### config.mk
export PLATFORM = sky130hd
export DESIGN_NAME = irq_tree
export DESIGN_NICKNAME = d
export VERILOG_FILES = /design/src/rtl/irq_tree_pkg.sv /design/src/rtl/irq_group.sv /design/src/rtl/irq_pin_drv.sv /design/src/rtl/irq_tree.sv
export SDC_FILE = /design/constraint.sdc
export NUM_CORES = 1
export LEC_CHECK = 0
export BUFFER_PORTS_ARGS = -buffer_cell sky130_fd_sc_hd__buf_2
export CAP_MARGIN = 20
export CORE_ASPECT_RATIO = 0.6
export CORE_MARGIN = 1
export CORE_UTILIZATION = 42
export DETAILED_ROUTE_END_ITERATION = 10
export PLACE_DENSITY = 0.95
export SYNTH_ARGS = -nofsm -noshare
export SYNTH_HDL_FRONTEND = slang
export SYNTH_SLANG_ARGS = --single-unit
### constraint.sdc
create_clock -name clk -period 4.15 [get_ports clk]
set_input_delay 0.415 -clock clk [delete_from_list [all_inputs] [get_ports clk]]
set_output_delay 0.415 -clock clk [all_outputs]
set_load 0.05 [all_outputs]
### src/rtl/irq_tree_pkg.sv
package irq_tree_pkg;
    localparam int OP_N        = 6;
    localparam int OTG_N       = 11;
    localparam int TOP_N       = 10;
    localparam int OP_SUM_BIT  = 0;
    localparam int OTG_SUM_BIT = 1;
    localparam int EXT_N       = TOP_N - 2;
endpackage

### src/rtl/irq_group.sv
module irq_group #(
    parameter int W = 6
) (
    input  logic         clk,
    input  logic         rst_n,
    input  logic [W-1:0] evt,
    input  logic [W-1:0] clr,
    input  logic [W-1:0] en,
    input  logic         mie,
    output logic [W-1:0] sts,
    output logic         req
);
    typedef struct packed {
        logic [W-1:0] sts;
    } grp_state_t;

    grp_state_t st_d, st_q;

    always_comb begin
        st_d     = st_q;
        // An event outranks a clear that reaches the same bit
        st_d.sts = (st_q.sts & ~clr) | evt;
    end

    always_ff @(posedge clk or negedge rst_n) begin
        if (!rst_n) st_q <= '0;
        else        st_q <= st_d;
    end

    assign sts = st_q.sts;
    assign req = mie & (|(st_q.sts & en));

    // a set bit that was not cleared is still set
    a_r1_sticky: assert property (@(posedge clk) disable iff (!rst_n)
        1'b1 |=> (($past(st_q.sts) & ~$past(clr) & ~st_q.sts) == '0));
    // every event leaves its bit set, clear or not
    a_r1_evt_wins: assert property (@(posedge clk) disable iff (!rst_n)
        1'b1 |=> (($past(evt) & ~st_q.sts) == '0));
endmodule

### src/rtl/irq_pin_drv.sv
module irq_pin_drv #(
    parameter int PULSE_W = 20
) (
    input  logic clk,
    input  logic rst_n,
    input  logic req,
    input  logic pin_en,
    input  logic pulse_mode,
    output logic active
);
    localparam int CW = $clog2(PULSE_W + 1);

    typedef struct packed {
        logic          lvl;
        logic          prev;
        logic [CW-1:0] cnt;
    } pin_state_t;

    pin_state_t st_d, st_q;

    always_comb begin
        st_d = st_q;
        if (pin_en) begin
            st_d.lvl  = req;
            st_d.prev = req;
            if (st_q.cnt != '0)
                st_d.cnt = st_q.cnt - 1'b1;
            else if (pulse_mode && req && !st_q.prev)
                st_d.cnt = CW'(PULSE_W);
        end
    end

    always_ff @(posedge clk or negedge rst_n) begin
        if (!rst_n) st_q <= '0;
        else        st_q <= st_d;
    end

    assign active = pulse_mode ? (st_q.cnt != '0) : st_q.lvl;

    // a frozen latch keeps both its level and its pulse count
    a_r5_frozen: assert property (@(posedge clk) disable iff (!rst_n)
        !pin_en |=> (st_q.lvl == $past(st_q.lvl)) && (st_q.cnt == $past(st_q.cnt)));
    // a running pulse only counts down, never reloads
    a_r9_countdown: assert property (@(posedge clk) disable iff (!rst_n)
        (pin_en && st_q.cnt != '0) |=> (st_q.cnt == $past(st_q.cnt) - 1'b1));
    // each pulse starts at full length
    a_r8_full_start: assert property (@(posedge clk) disable iff (!rst_n)
        $rose(st_q.cnt != '0) |-> (st_q.cnt == CW'(PULSE_W)));
endmodule

### src/rtl/irq_tree.sv
module irq_tree
    import irq_tree_pkg::*;
#(
    parameter int PULSE_W = 20
) (
    input  logic             clk,
    input  logic             rst_n,
    input  logic [OP_N-1:0]  op_evt,
    input  logic [OP_N-1:0]  op_clr,
    input  logic [OP_N-1:0]  op_en,
    input  logic             op_mie,
    input  logic [OTG_N-1:0] otg_evt,
    input  logic [OTG_N-1:0] otg_clr,
    input  logic [OTG_N-1:0] otg_en,
    input  logic [EXT_N-1:0] ext_evt,
    input  logic [TOP_N-1:0] top_clr,
    input  logic [TOP_N-1:0] top_en,
    input  logic             dev_irq,
    input  logic             pin_en,
    input  logic             merge_pins,
    input  logic             pol_high,
    input  logic             pulse_mode,
    output logic [OP_N-1:0]  op_sts,
    output logic [OTG_N-1:0] otg_sts,
    output logic [TOP_N-1:0] top_sts,
    output logic             irq_pin_a,
    output logic             irq_pin_b
);
    logic op_req, otg_req, top_req, host_req, a_active, b_active;
    logic [TOP_N-1:0] top_evt;

    irq_group #(.W(OP_N)) u_op (
        .clk(clk), .rst_n(rst_n), .evt(op_evt), .clr(op_clr), .en(op_en),
        .mie(op_mie), .sts(op_sts), .req(op_req)
    );

    irq_group #(.W(OTG_N)) u_otg (
        .clk(clk), .rst_n(rst_n), .evt(otg_evt), .clr(otg_clr), .en(otg_en),
        .mie(1'b1), .sts(otg_sts), .req(otg_req)
    );

    always_comb begin
        top_evt              = '0;
        top_evt[TOP_N-1:2]   = ext_evt;
        top_evt[OP_SUM_BIT]  = op_req;
        top_evt[OTG_SUM_BIT] = otg_req;
    end

    irq_group #(.W(TOP_N)) u_top (
        .clk(clk), .rst_n(rst_n), .evt(top_evt), .clr(top_clr), .en(top_en),
        .mie(1'b1), .sts(top_sts), .req(top_req)
    );

    assign host_req = top_req | (merge_pins & dev_irq);

    irq_pin_drv #(.PULSE_W(PULSE_W)) u_pin (
        .clk(clk), .rst_n(rst_n), .req(host_req), .pin_en(pin_en),
        .pulse_mode(pulse_mode), .active(a_active)
    );

    assign b_active  = dev_irq & ~merge_pins;
    assign irq_pin_a = a_active ^ ~pol_high;
    assign irq_pin_b = b_active ^ ~pol_high;

    // the operational summary rises only if the master enable was set
    a_r2_mie_gate: assert property (@(posedge clk) disable iff (!rst_n)
        $rose(top_sts[OP_SUM_BIT]) |-> $past(op_mie));
    // the OTG summary rises only after an enabled OTG bit was set
    a_r3_otg_src: assert property (@(posedge clk) disable iff (!rst_n)
        $rose(top_sts[OTG_SUM_BIT]) |-> $past(|(otg_sts & otg_en)));
endmodule

Yosys cells after proc, flatten, opt, wreduce, memory -nomap -nowiden
Cells that the tools add are included.

Flip-flop bits (word level): 33. Input bits: 87. Output and inout port bits: 29. Word-level logic and storage cells: 38.

$add $sub $neg: 1. Muxes and demuxes: 3. Bitwise gates (word level): 20. Reduce and logical (&&, ||, !) cells: 9.

Operator list (number): bitwise AND 11 bit (2); bitwise AND 10 bit (2); bitwise AND 6 bit (2); NOT 11 bit (1); OR 11 bit (1); OR reduction 11 bit (1); 2-to-1 mux 5 bit (2); NOT 10 bit (1); OR 10 bit (1); OR reduction 10 bit (1); NOT 6 bit (1); OR 6 bit (1); OR reduction 6 bit (1); nonzero test 5 bit (1); subtractor 5 x 1 -> 5 bit, second input constant (1); bitwise AND 1 bit (3); logical AND 1 bit (2); NOT 1 bit (2); AND reduction 2 bit (1); nonzero test 2 bit (1); XOR 1 bit (2); zero test 1 bit (1); 2-to-1 mux 1 bit (1); OR 1 bit (1).

Logic depth before layout (Yosys ltp)
Gate-level depths: netlist of run 1.

Word-level depth: 7. Gate-level depth with buffers: 6. Mapped depth without buffers: 6.

By module
From an unflattened synthesis of run 1, not the netlist that was laid out.

Cells, all modules: 135. Area total of the unflattened synthesis: 1510.2 µm².

Modules (own cells, without submodules): irq_group at u_otg (instances 1, cells each 40, area an instance 466.7 µm²); irq_group at u_top (instances 1, cells each 37, area an instance 427.9 µm²); irq_pin_drv (instances 1, cells each 30, area an instance 320.3 µm²); irq_group at u_op (instances 1, cells each 23, area an instance 251.5 µm²); irq_tree (instances 1, cells each 5, area an instance 43.8 µm²).

Worst setup path before layout of run 1
OpenSTA, ideal clock, no wires.

Path kind: register -> output. Start: register u_pin.st_q[0] in the netlist's numbering. End: output port irq_pin_a. Data arrival time: 2.094 ns. Data required time: 3.735 ns. Slack: 1.641 ns. Stages on the path, launching flop included: 6. Path buffers: 0. Path through: dfrtp_1 inv_1 ha_1 or4b_4 mux2i_1 xor2_1.

Word-level cells in the longest chain between the ends: 3.

RTL lines: start, declared (RTL line irq_pin_drv.sv:19) `pin_state_t st_d, st_q;`; start signal, assigned (RTL line irq_pin_drv.sv:35) `else st_q <= st_d;`; nonzero test 5 bit (RTL line irq_pin_drv.sv:38) `assign active = pulse_mode ? (st_q.cnt != '0) : st_q.lvl;`; 2-to-1 mux 1 bit (RTL line irq_pin_drv.sv:38); XOR 1 bit (RTL line irq_tree.sv:62) `assign irq_pin_a = a_active ^ ~pol_high;`; end, declared (RTL line irq_tree.sv:26) `output logic irq_pin_a,`.

No other way between the ends.

Worst setup path in the final report of run 1
Same ends and word-level chain as after synthesis.

==> results of run 1 <==
## report_power, final
group          internal [mW]  switching [mW]  total, mW
clock network          0.131           0.106      0.237
registers              0.364          0.0329      0.397
logic                  0.103           0.160      0.263
## routing by layer
layer	vias to the layer above	track usage [%]	wire length, um
met5	-	0	0
met4	0	8.15	53
met3	7	7.81	336
met2	64	37.4	1690
met1	673	19.8	1390
li1	712	-	-
## kinds of logic (layout without fill, tap and decap cells)
logic type	Yosys count	after routing	synth area share [%]
compound gates	49	49	25.1
mux	1	1	0.683
buf+inv	32	153	8.19
xor+xnor	3	3	1.79
simple gates	19	19	7.08
flops	33	33	56.3
fa+ha+maj	1	1	0.853
## worst register-to-register path, stage by stage (launching register included)
cell and delay, ns:
sky130_fd_sc_hd__dfrtp_1 0.39, sky130_fd_sc_hd__inv_1 0.08, sky130_fd_sc_hd__ha_1 0.23, sky130_fd_sc_hd__or4b_4 0.53, sky130_fd_sc_hd__o211ai_2 0.18, sky130_fd_sc_hd__a31oi_1 0.06, sky130_fd_sc_hd__xor2_1 0.17
## how the worst min path moves through the flow
stage / endpoint / slack, ns / depth (start not counted)
floorplan: u_op.sts[0] / 0.12 / 0
global placement: u_otg.sts[5] / 0.48 / 1
detailed placement: u_otg.sts[5] / 0.49 / 1
CTS: u_pin.st_q[4] / 0.21 / 1
global route: u_pin.st_q[4] / 0.25 / 1
finish: u_top.sts[3] / 0.19 / 1
## sequential cells by signal (all words and copies together), names as in the netlist
name	cells
u_op.sts	6
u_otg.sts	11
u_pin.st_q	6
u_top.sts	10
## cells in the final DEF, fill, tap and decap left out, drive strengths merged, types with 2 or more instances in the layout
cell type and count:
a31oi 3, a221oi 3, nor2 2, a22o 2
dfrtp 33, nor2b 2, o21ai 4, nand3 4
buf 115, clkbuf 7, a21o 25, a22oi 7
xor2 2, inv 31, nand2 8
## metrics by stage
| step | instances | setup WS [ns] | utilization [%] |
|---|---|---|---|
| final | 304 | 1.61 | 66.0 |
| after global routing | 304 | 1.49 | 66.0 |
| after CTS | 304 | 1.60 | 66.0 |
| after detailed placement | 297 | 1.93 | 63.4 |
| after global placement | 297 | 1.95 | 63.4 |
| after floorplan | 138 | 1.64 | - |
## final cells by class
cell class / count / area [um2] / area share, %
flip-flops and latches: 33 / 826 / 37.9
repair buffers: 115 / 576 / 26.4
multi-input cells: 73 / 520 / 23.9
inverters: 31 / 116 / 5.34
clock buffers: 7 / 86.3 / 3.96
well taps: 45 / 56.3 / 2.58
==> run_results.csv, run 1 <==
group,metric,value,unit
placement,postPlaceCellArea,2090,um2
finish,final_layout_size_suffix_gt1_share,48.3,%
pwr,vdd_drop_max,0.000244,V
yosys,post_synth_top_cells,"sky130_fd_sc_hd__dfrtp_1 (33), sky130_fd_sc_hd__inv_1 (31), sky130_fd_sc_hd__a21o_1 (25)",
detailed_routing,detail-route-antenna-nets,0,
timing,fin_tns_setup,0,ns
finish,n_antenna_cell,0,
placement,placement.io_buffers,115,
detailed_routing,num_vias,1456,
yosys,post_synth_main_area_contributors,"sky130_fd_sc_hd__dfrtp_1 (56%), sky130_fd_sc_hd__a21o_1 (13%), sky130_fd_sc_hd__inv_1 (7.9%)",
yosys,ys_types,26,
timing,report.final.hold_viol_count,0,
cts,postCtsHoldBufs,0,
yosys,async_flop_share,100,%
timing,worst_slew_margin_rel,51.9,%
grt,grt_pass1_vias,1321,
placement,finalWeightedCongestion,0.748,
timing,fin_crit,2.54,ns
yosys,syn_avg_cell_area,10.6,um2
timing,final.period_utilization,61.2,%
run_status,run_status,"completed",
yosys,postSynthCellCount,138,
finish,finalNetCount,347,
floorplanning,design.portCount,116,
finish,flow.area_growth_from_synthesis,48.7,%
cts,postCtsResizedCells,0,
yosys,synth_edf_count,0,
worst_setup_path,worst_r2r_path_depth,6,
worst_setup_path,critical_path.cell_chain,"inv_1 -> ha_1 -> or4b_4 -> mux2i_1 -> xor2_1 -> buf_2",
grt,global_route_wire_length_before_repair,5.26,mm
yosys,synth.cell_area,1470,um2
cts,cts_max_level,2,
grt,antenna_found_initial,0,
finish,layout.filler_cells,241,
timing,timing.final.max_slew_violations,0,
worst_setup_path,timing.critical_path.depth,6,
grt,grt_max_degree,34,
cts,max-clock-path-buffers,2,
worst_setup_path,regToRegSetupSlack,2.38,ns
yosys,ys_seq_area_share,56.3,%
worst_setup_path,critical_path_buffers_and_inverters,2,
worst_setup_path,setup.worst_path.start,"u_pin.st_q[0]",
yosys,synth.largest_area_cell,"sky130_fd_sc_hd__dfrtp_1",
min_path,hold_path.class,"in2async",
timing,rsz0062_at_grt,"no",
floorplanning,die_width,78.3,um
worst_setup_path,worst_r2r_endpoint,"u_pin.st_q[2]",
floorplanning,row_count,16,
detailed_routing,totalWireLength,3.47,mm
worst_setup_path,critPathTopFamily,"simple AND/OR/NAND/NOR gates",
grt,grt.overflow.total,0,
worst_setup_path,endpoint_kind_of_the_worst_setup_timing_path,"output pin",
detailed_routing,detail_route.vias_per_cell,4.79,
detailed_routing,route.detailed.wl_per_inst,11.4,um
floorplanning,core_region_area,3300,um2
yosys,synth-main-ff-cell,"sky130_fd_sc_hd__dfrtp_1",
cts,clock_buffer_count_from_cts,5,
yosys,postSynthNetCount,226,
floorplanning,die_height,47.8,um
cts,clk_latency,0.28,ns
detailed_routing,detailedRoute.firstPassIterationCount,4,
yosys,yosys_warnings,0,
worst_setup_path,worst_path_required_time,3.73,ns
worst_setup_path,critical_path_arrival,2.13,ns
pwr,post-layout-total-power,0.898,mW
cts,cts_root_buffer,"sky130_fd_sc_hd__clkbuf_8",
cts,cts.repair_timing.setup_buffer_count,0,
cts,cts_sinks,33,
worst_setup_path,crit_end,"irq_pin_a",
finish,finish.instance_area,2180,um2
yosys,yosys.area.top_type_share,56.3,%
detailed_routing,drt_drc_violations_left,0,
timing,worst_hold_slack,0.188,ns
worst_setup_path,timing.setup.critical_path_class,"reg2out",
floorplanning,initial_utilization,44.4,%
cts,path_clk_slew,0.06,ns
timing,worst_pin_slew,0.722,ns
worst_setup_path,timing.rr.start,"u_pin.st_q[0]",
cts,tritoncts,"done",
worst_setup_path,crit_fanout,5,
grt,grtUsageTotal,19.4,%
placement,place.detailed.hpwl,2.90,mm
detailed_routing,drt_iter0_drc,34,
worst_setup_path,crit_path_top_delay_cell,"sky130_fd_sc_hd__or4b_4",
timing,report.final.setup_viol,0,
pwr,power-per-cell-area,412,nW/um2
worst_setup_path,worst_setup_path_start_kind,"register",
yosys,postSynthRegisterBits,33,
timing,clock.fmax,0.394,GHz
yosys,synthMostInstantiatedCell,"sky130_fd_sc_hd__dfrtp_1",
timing,final.setup_skew,0.00466,ns
worst_setup_path,critical_path.max_stage_delay,0.53,ns
pwr,static-leakage-power,1.26,nW
run,max-cap-violations,0,
floorplanning,floorplan.die_area,3740,um2
(Power assumes the default switching activity.)
==> run 2: changes to the inputs <==
Settings changed: CORE_UTILIZATION 42 to 35, PLACE_DENSITY 0.95 to 0.86.
Clock period 4.15 ns to 2.1 ns, I/O delays scaled along.
==> run 2 against run 1 <==
  * The run now ends with negative hold slack, negative setup slack left
  * Total power grew 110%
  * Cell area grew 3.6%
  * Sequential share of layout area shrank 1.3 points
  * First-iteration DRC count shrank 12%
  * Via count grew 1.4%
  * Combinational power grew 150%
  * Hold slack lost 0.19 ns
  * Clock power grew 94%
  * Die area grew 19%
  * Clock-buffer cell count is the same
==> run_results.csv, run 2 (synthesis results as in run 1) <==
group,metric,value,unit
run_status,run_status,"complete, but fails checks",
run_status,violations_in_the_final_reports,"negative hold slack, negative setup slack",
timing,clock.fmax,0.474,GHz
pwr,post-layout-total-power,1.90,mW
timing,worst_pin_slew,0.720,ns
placement,postPlaceCellArea,2110,um2
cts,cts_root_buffer,"sky130_fd_sc_hd__clkbuf_8",
placement,placement.io_buffers,115,
detailed_routing,totalWireLength,3.78,mm
cts,clock_buffer_count_from_cts,5,
finish,largest_register_ff_count,11,
placement,pre_cts_slack,0.0746,ns
worst_setup_path,critical_path_arrival,1.90,ns
detailed_routing,drt_iter0_drc,30,
timing,rsz0062_at_grt,"yes",
pwr,combinationalPowerShare,34.2,%
worst_setup_path,timing.setup.critical_path_class,"reg2out",
timing,final.period_utilization,100,%
floorplanning,design.portCount,116,
timing,worst_slew_margin_rel,52.0,%
timing,report.final.hold_viol_count,6,
finish,finalNetCount,352,
finish,mostFrequentLayoutCell,"sky130_fd_sc_hd__buf_2",
timing,final.setup.worst_slack,-0.00933,ns
worst_setup_path,crit_fanout,2,
placement,finalWeightedCongestion,0.885,
grt,grt.overflow.total,0,
finish,flow.area_growth_from_synthesis,54.1,%
cts,clk_latency,0.27,ns
cts,cts_sinks,33,
finish,n_antenna_cell,0,
finish,finish.instance_area,2260,um2
pwr,power.switching_fraction,33.5,%
placement,place.detailed.hpwl,2.99,mm
pwr,static-leakage-power,1.29,nW
finish,final_layout_size_suffix_gt1_share,51.1,%
detailed_routing,route.detailed.wl_per_inst,12.1,um
floorplanning,initial_utilization,38.3,%
grt,antenna_found_initial,0,
cts,tritoncts,"done",
min_path,hold_path.class,"in2async",
finish,finish.utilization,59.0,%
detailed_routing,detail_route.vias_per_cell,4.75,
timing,fin_crit,2.11,ns
timing,final.setup_skew,0.00219,ns
pwr,power_frac_seq,41.6,%
floorplanning,die_height,52.1,um
detailed_routing,num_vias,1476,
run,max-cap-violations,0,
floorplanning,row_count,17,
grt,grtUsageTotal,18.5,%
pwr,cell_internal_pwr,1.26,mW
finish,mostFrequentLayoutCells,"sky130_fd_sc_hd__buf_2 (114), sky130_fd_sc_hd__dfrtp_1 (33), sky130_fd_sc_hd__inv_1 (29)",
pwr,net-switching-power,0.637,mW
floorplanning,core_region_area,3830,um2
timing,report.final.setup_viol,1,
timing,timing.final.max_slew_violations,0,
timing,worst_hold_slack,-0.00558,ns
detailed_routing,detailedRoute.firstPassIterationCount,4,
grt,grt_max_degree,34,
worst_setup_path,worst_setup_path_start_kind,"register",
cts,postCtsHoldBufs,0,
detailed_routing,drt_drc_violations_left,0,
worst_setup_path,endpoint_kind_of_the_worst_setup_timing_path,"output pin",
pwr,vdd_drop_max,0.000343,V
cts,cts_max_level,2,
grt,grt_pass1_vias,1506,
pwr,power-per-cell-area,841,nW/um2
grt,global_route_wire_length_before_repair,6.14,mm
floorplanning,die_width,85.6,um
worst_setup_path,worst_path_required_time,1.89,ns
pwr,clockPowerShare,24.2,%
cts,max-clock-path-buffers,2,
cts,path_clk_slew,0.06,ns
detailed_routing,detail-route-antenna-nets,0,
floorplanning,floorplan.die_area,4460,um2
==> run 2: final cells by class <==
type                            count  area [um2]
Sequential cell                    33         826
Timing Repair Buffer              120         619
Inverter                           31         116
Clock buffer                        7        86.3
Fill cell                         344        1570
Tap cell                           47        58.8
Multi-Input combinational cell     73         553
==> run 2: worst max-delay path: stages (launching register included) <==
cell and delay [ns]:
sky130_fd_sc_hd__dfrtp_1 0.39, sky130_fd_sc_hd__inv_2 0.09, sky130_fd_sc_hd__ha_4 0.14, sky130_fd_sc_hd__or4b_4 0.48, sky130_fd_sc_hd__mux2i_4 0.20, sky130_fd_sc_hd__xor2_2 0.16
sky130_fd_sc_hd__buf_6 0.17
==> run 2: metrics by stage <==
stage	instances	TNS, ns
3_5_place_dp	300	0
5_1_grt	311	-0.0961
2_1_floorplan	138	0
6_report	311	-0.00933
3_3_place_gp	300	0
4_1_cts	309	0
==> run 2: worst paths after layout <==
check / start / to / slack [ns] / depth (start not counted)
max in group asynchronous: rst_n / u_otg.sts[3] / 1.65 / 1
min in group clk: otg_evt[6] / u_otg.sts[6] / 0.11 / 2
worst min register to register: u_otg.sts[9] / u_otg.sts[9] / 0.50 / 1
worst min-delay path: rst_n / u_pin.st_q[3] / -0.006 / 1
worst max register to register: u_pin.st_q[0] / u_pin.st_q[2] / 0.31 / 7
worst max-delay path: u_pin.st_q[0] / irq_pin_a / -0.009 / 6
==> run 2: metal layers <==
metal | part of all wire [%] | track usage (%) | vias to the layer above
li1 | - | - | 720
met1 | 43 | 20.7 | 685
met3 | 7.6 | 6.51 | 4
met2 | 48 | 32.5 | 67
met4 | 1.1 | 7.78 | 0
met5 | 0 | 0 | -
==> run 2: power by group through the flow <==
stage               clock network, mW  logic, mW  registers, mW
floorplan                           0      0.232          0.909
global placement                    0      0.525          0.795
detailed placement                  0      0.535          0.802
CTS                             0.482      0.611          0.788
global route                    0.515      0.709          0.799
finish                          0.459      0.650          0.791
==> run 2: timing repair <==
item	in CTS	in global routing
pin swaps	1	2
setup buffers	2	2
resized for setup	8	0
endpoints found under the setup margin	1	1
hold endpoints to repair	0	0
==> run 3: changes to the inputs <==
Settings changed: CORE_MARGIN 1 to 5, RECOVER_POWER from default to 25.
==> run 3 against run 2 <==
  * The run ends with max-capacitance violations, max-slew violations, negative setup slack left
  * Clock skew rose by 0.0032 ns
  * First-iteration DRC count decreased by 57%
  * Worst setup slack got worse by 0.028 ns
  * Hold slack gained 0.11 ns
  * Routed wire length rose by 11%
  * Total power barely moved
  * Final cell count rose by 4.8%
  * Core utilization shrank 3.2 points
  * Die area up 26%
  * Critical path depth is the same
  * Clock-buffer cell count grew 1
  * Global-route usage is 3.4 points lower
  * Largest cell class unchanged
  * Highest routed layer unchanged
==> run_results.csv, run 3 (synthesis results as in run 1) <==
group,metric,value,unit
run_status,run_status,"complete, but fails checks",
run_status,violations_in_the_final_reports,"max-capacitance violations, max-slew violations, negative setup slack",
cts,max-clock-path-buffers,2,
placement,place.detailed.hpwl,3.37,mm
timing,worst_slew_margin_rel,-16.9,%
detailed_routing,drt_iter0_drc,13,
worst_setup_path,regToRegSetupSlack,0.30,ns
placement,finalWeightedCongestion,0.801,
grt,top_usage_layer,"met2",
grt,global_route_wire_length_before_repair,6.47,mm
worst_setup_path,worst_path_required_time,1.89,ns
timing,final.setup.worst_slack,-0.0378,ns
finish,n_antenna_cell,0,
cts,tritoncts,"done",
finish,flow.area_growth_from_synthesis,55.2,%
min_path,min_from,"ext_evt[0]",
run,max-cap-violations,1,
pwr,power-per-cell-area,834,nW/um2
worst_setup_path,timing.setup.critical_path_class,"reg2out",
finish,mostFrequentLayoutCell,"sky130_fd_sc_hd__buf_2",
cts,path_clk_slew,0.07,ns
finish,largest_register_ff_count,11,
detailed_routing,detail_route.vias_per_cell,4.58,
timing,report.final.hold_viol_count,0,
timing,worst_pin_slew,1.75,ns
pwr,post-layout-total-power,1.90,mW
min_path,hold_path.class,"in2reg",
detailed_routing,drt_drc_violations_left,0,
worst_setup_path,crit_fanout,4,
pwr,vdd_drop_max,0.000366,V
pwr,static-leakage-power,1.29,nW
cts,cts_max_level,2,
grt,antenna_found_initial,0,
grt,grt_max_degree,34,
cts,cts_sinks,33,
finish,layout.filler_cells,359,
worst_setup_path,worst_r2r_path_depth,7,
grt,globalRouteMet1Util,17.0,%
grt,grt_pass1_vias,1527,
finish,mostFrequentLayoutCells,"sky130_fd_sc_hd__buf_2 (113), sky130_fd_sc_hd__dfrtp_1 (33), sky130_fd_sc_hd__inv_1 (29)",
floorplanning,die_width,93.6,um
timing,rsz0062_at_grt,"yes",
worst_setup_path,critical_path_arrival,1.93,ns
worst_setup_path,endpoint_kind_of_the_worst_setup_timing_path,"output pin",
detailed_routing,detail-route-antenna-nets,0,
floorplanning,initial_utilization,36.0,%
timing,fin_crit,2.14,ns
min_path,whs_path_depth,2,
cts,clock_buffer_count_from_cts,5,
finish,finalNetCount,353,
min_path,min_to,"u_top.sts[2]",
floorplanning,floorplan.die_area,5630,um2
grt,grtUsageTotal,15.1,%
detailed_routing,route.detailed.wl_per_inst,12.8,um
timing,worst_hold_slack,0.104,ns
cts,clk_latency,0.28,ns
timing,final.period_utilization,102,%
cts,cts_root_buffer,"sky130_fd_sc_hd__clkbuf_8",
finish,finish.instance_area,2280,um2
timing,clock.fmax,0.468,GHz
placement,placement.io_buffers,115,
detailed_routing,detailedRoute.firstPassIterationCount,4,
worst_setup_path,timing.rr.start,"u_pin.st_q[0]",
placement,postPlaceCellArea,2130,um2
grt,grt.overflow.total,0,
grt,grtUsageMet3,6.79,%
floorplanning,core_region_area,4080,um2
floorplanning,design.portCount,116,
timing,report.final.setup_viol,1,
floorplanning,row_count,18,
finish,final_layout_size_suffix_gt1_share,50.4,%
grt,use_met2,25.3,%
detailed_routing,num_vias,1493,
worst_setup_path,worst_setup_path_start_kind,"register",
timing,final.setup_skew,0.00540,ns
detailed_routing,totalWireLength,4.18,mm
worst_setup_path,setup.worst_path.start,"u_pin.st_q[0]",
worst_setup_path,worst_r2r_endpoint,"u_pin.st_q[2]",
floorplanning,die_height,60.1,um
timing,timing.final.max_slew_violations,34,
==> run 3: cell types whose count changed in the layout (fill, tap and decap cells not counted), sizes merged <==
cell    before  now
clkbuf       7    9
==> run 3: worst max-delay path by stage <==
| stage | depth (start not counted) | to | slack [ns] |
|---|---|---|---|
| 6_report | 6 | irq_pin_a | -0.04 |
| 5_1_grt | 6 | irq_pin_a | -0.11 |
| 4_1_cts | 6 | irq_pin_a | 0.008 |
| 3_5_place_dp | 6 | irq_pin_a | 0.08 |
| 3_3_place_gp | 6 | irq_pin_a | 0.12 |
| 2_1_floorplan | 5 | irq_pin_a | 0.003 |
==> run 3: repair_timing <==
action | 4_1_cts | 5_1_grt
hold buffers | 0 | 0
setup buffers | 2 | 3
endpoints found under the setup margin | 1 | 1
gates resized for setup | 8 | 0
pin swaps | 1 | 2
==> run 3: worst max-delay path: stages, from the launching register on <==
cell and delay (ns):
sky130_fd_sc_hd__dfrtp_1 0.41, sky130_fd_sc_hd__inv_2 0.10, sky130_fd_sc_hd__ha_4 0.15, sky130_fd_sc_hd__or4b_4 0.48, sky130_fd_sc_hd__mux2i_4 0.17, sky130_fd_sc_hd__xor2_2 0.17, sky130_fd_sc_hd__buf_6 0.18
==> run 3: through the flow <==
stage | setup WS (ns) | cells | utilization (%) | setup TNS [ns]
6_report | -0.0378 | 326 | 55.8 | -0.0378
5_1_grt | -0.108 | 326 | 55.8 | -0.108
4_1_cts | 0.00841 | 323 | 55.3 | 0
3_5_place_dp | 0.0835 | 313 | 52.2 | 0
3_3_place_gp | 0.124 | 313 | 52.2 | 0
2_1_floorplan | 0.00332 | 138 | - | 0
==> run 3: power by group <==
group	internal [mW]	total, mW	leakage, nW	switching, mW
Sequential	0.720	0.789	0.359	0.0686
Combinational	0.298	0.660	0.887	0.361
Clock	0.235	0.450	0.0395	0.215
==> run 3: final cells by class <==
| class | instances | area, um2 | share of cell area [%] |
|---|---|---|---|
| Sequential cell | 33 | 826 | 36.3 |
| Clock buffer | 8 | 80.1 | 3.52 |
| Multi-Input combinational cell | 73 | 553 | 24.3 |
| Inverter | 31 | 116 | 5.11 |
| Timing Repair Buffer | 121 | 626 | 27.5 |
| Tap cell | 60 | 75.1 | 3.30 |
==> run 3: metal layers <==
layer | routed length (um) | vias to the layer above
li1 | - | 727
met1 | 1700 | 676
met2 | 1920 | 82
met3 | 506 | 8
met4 | 55 | 0
met5 | 0 | -
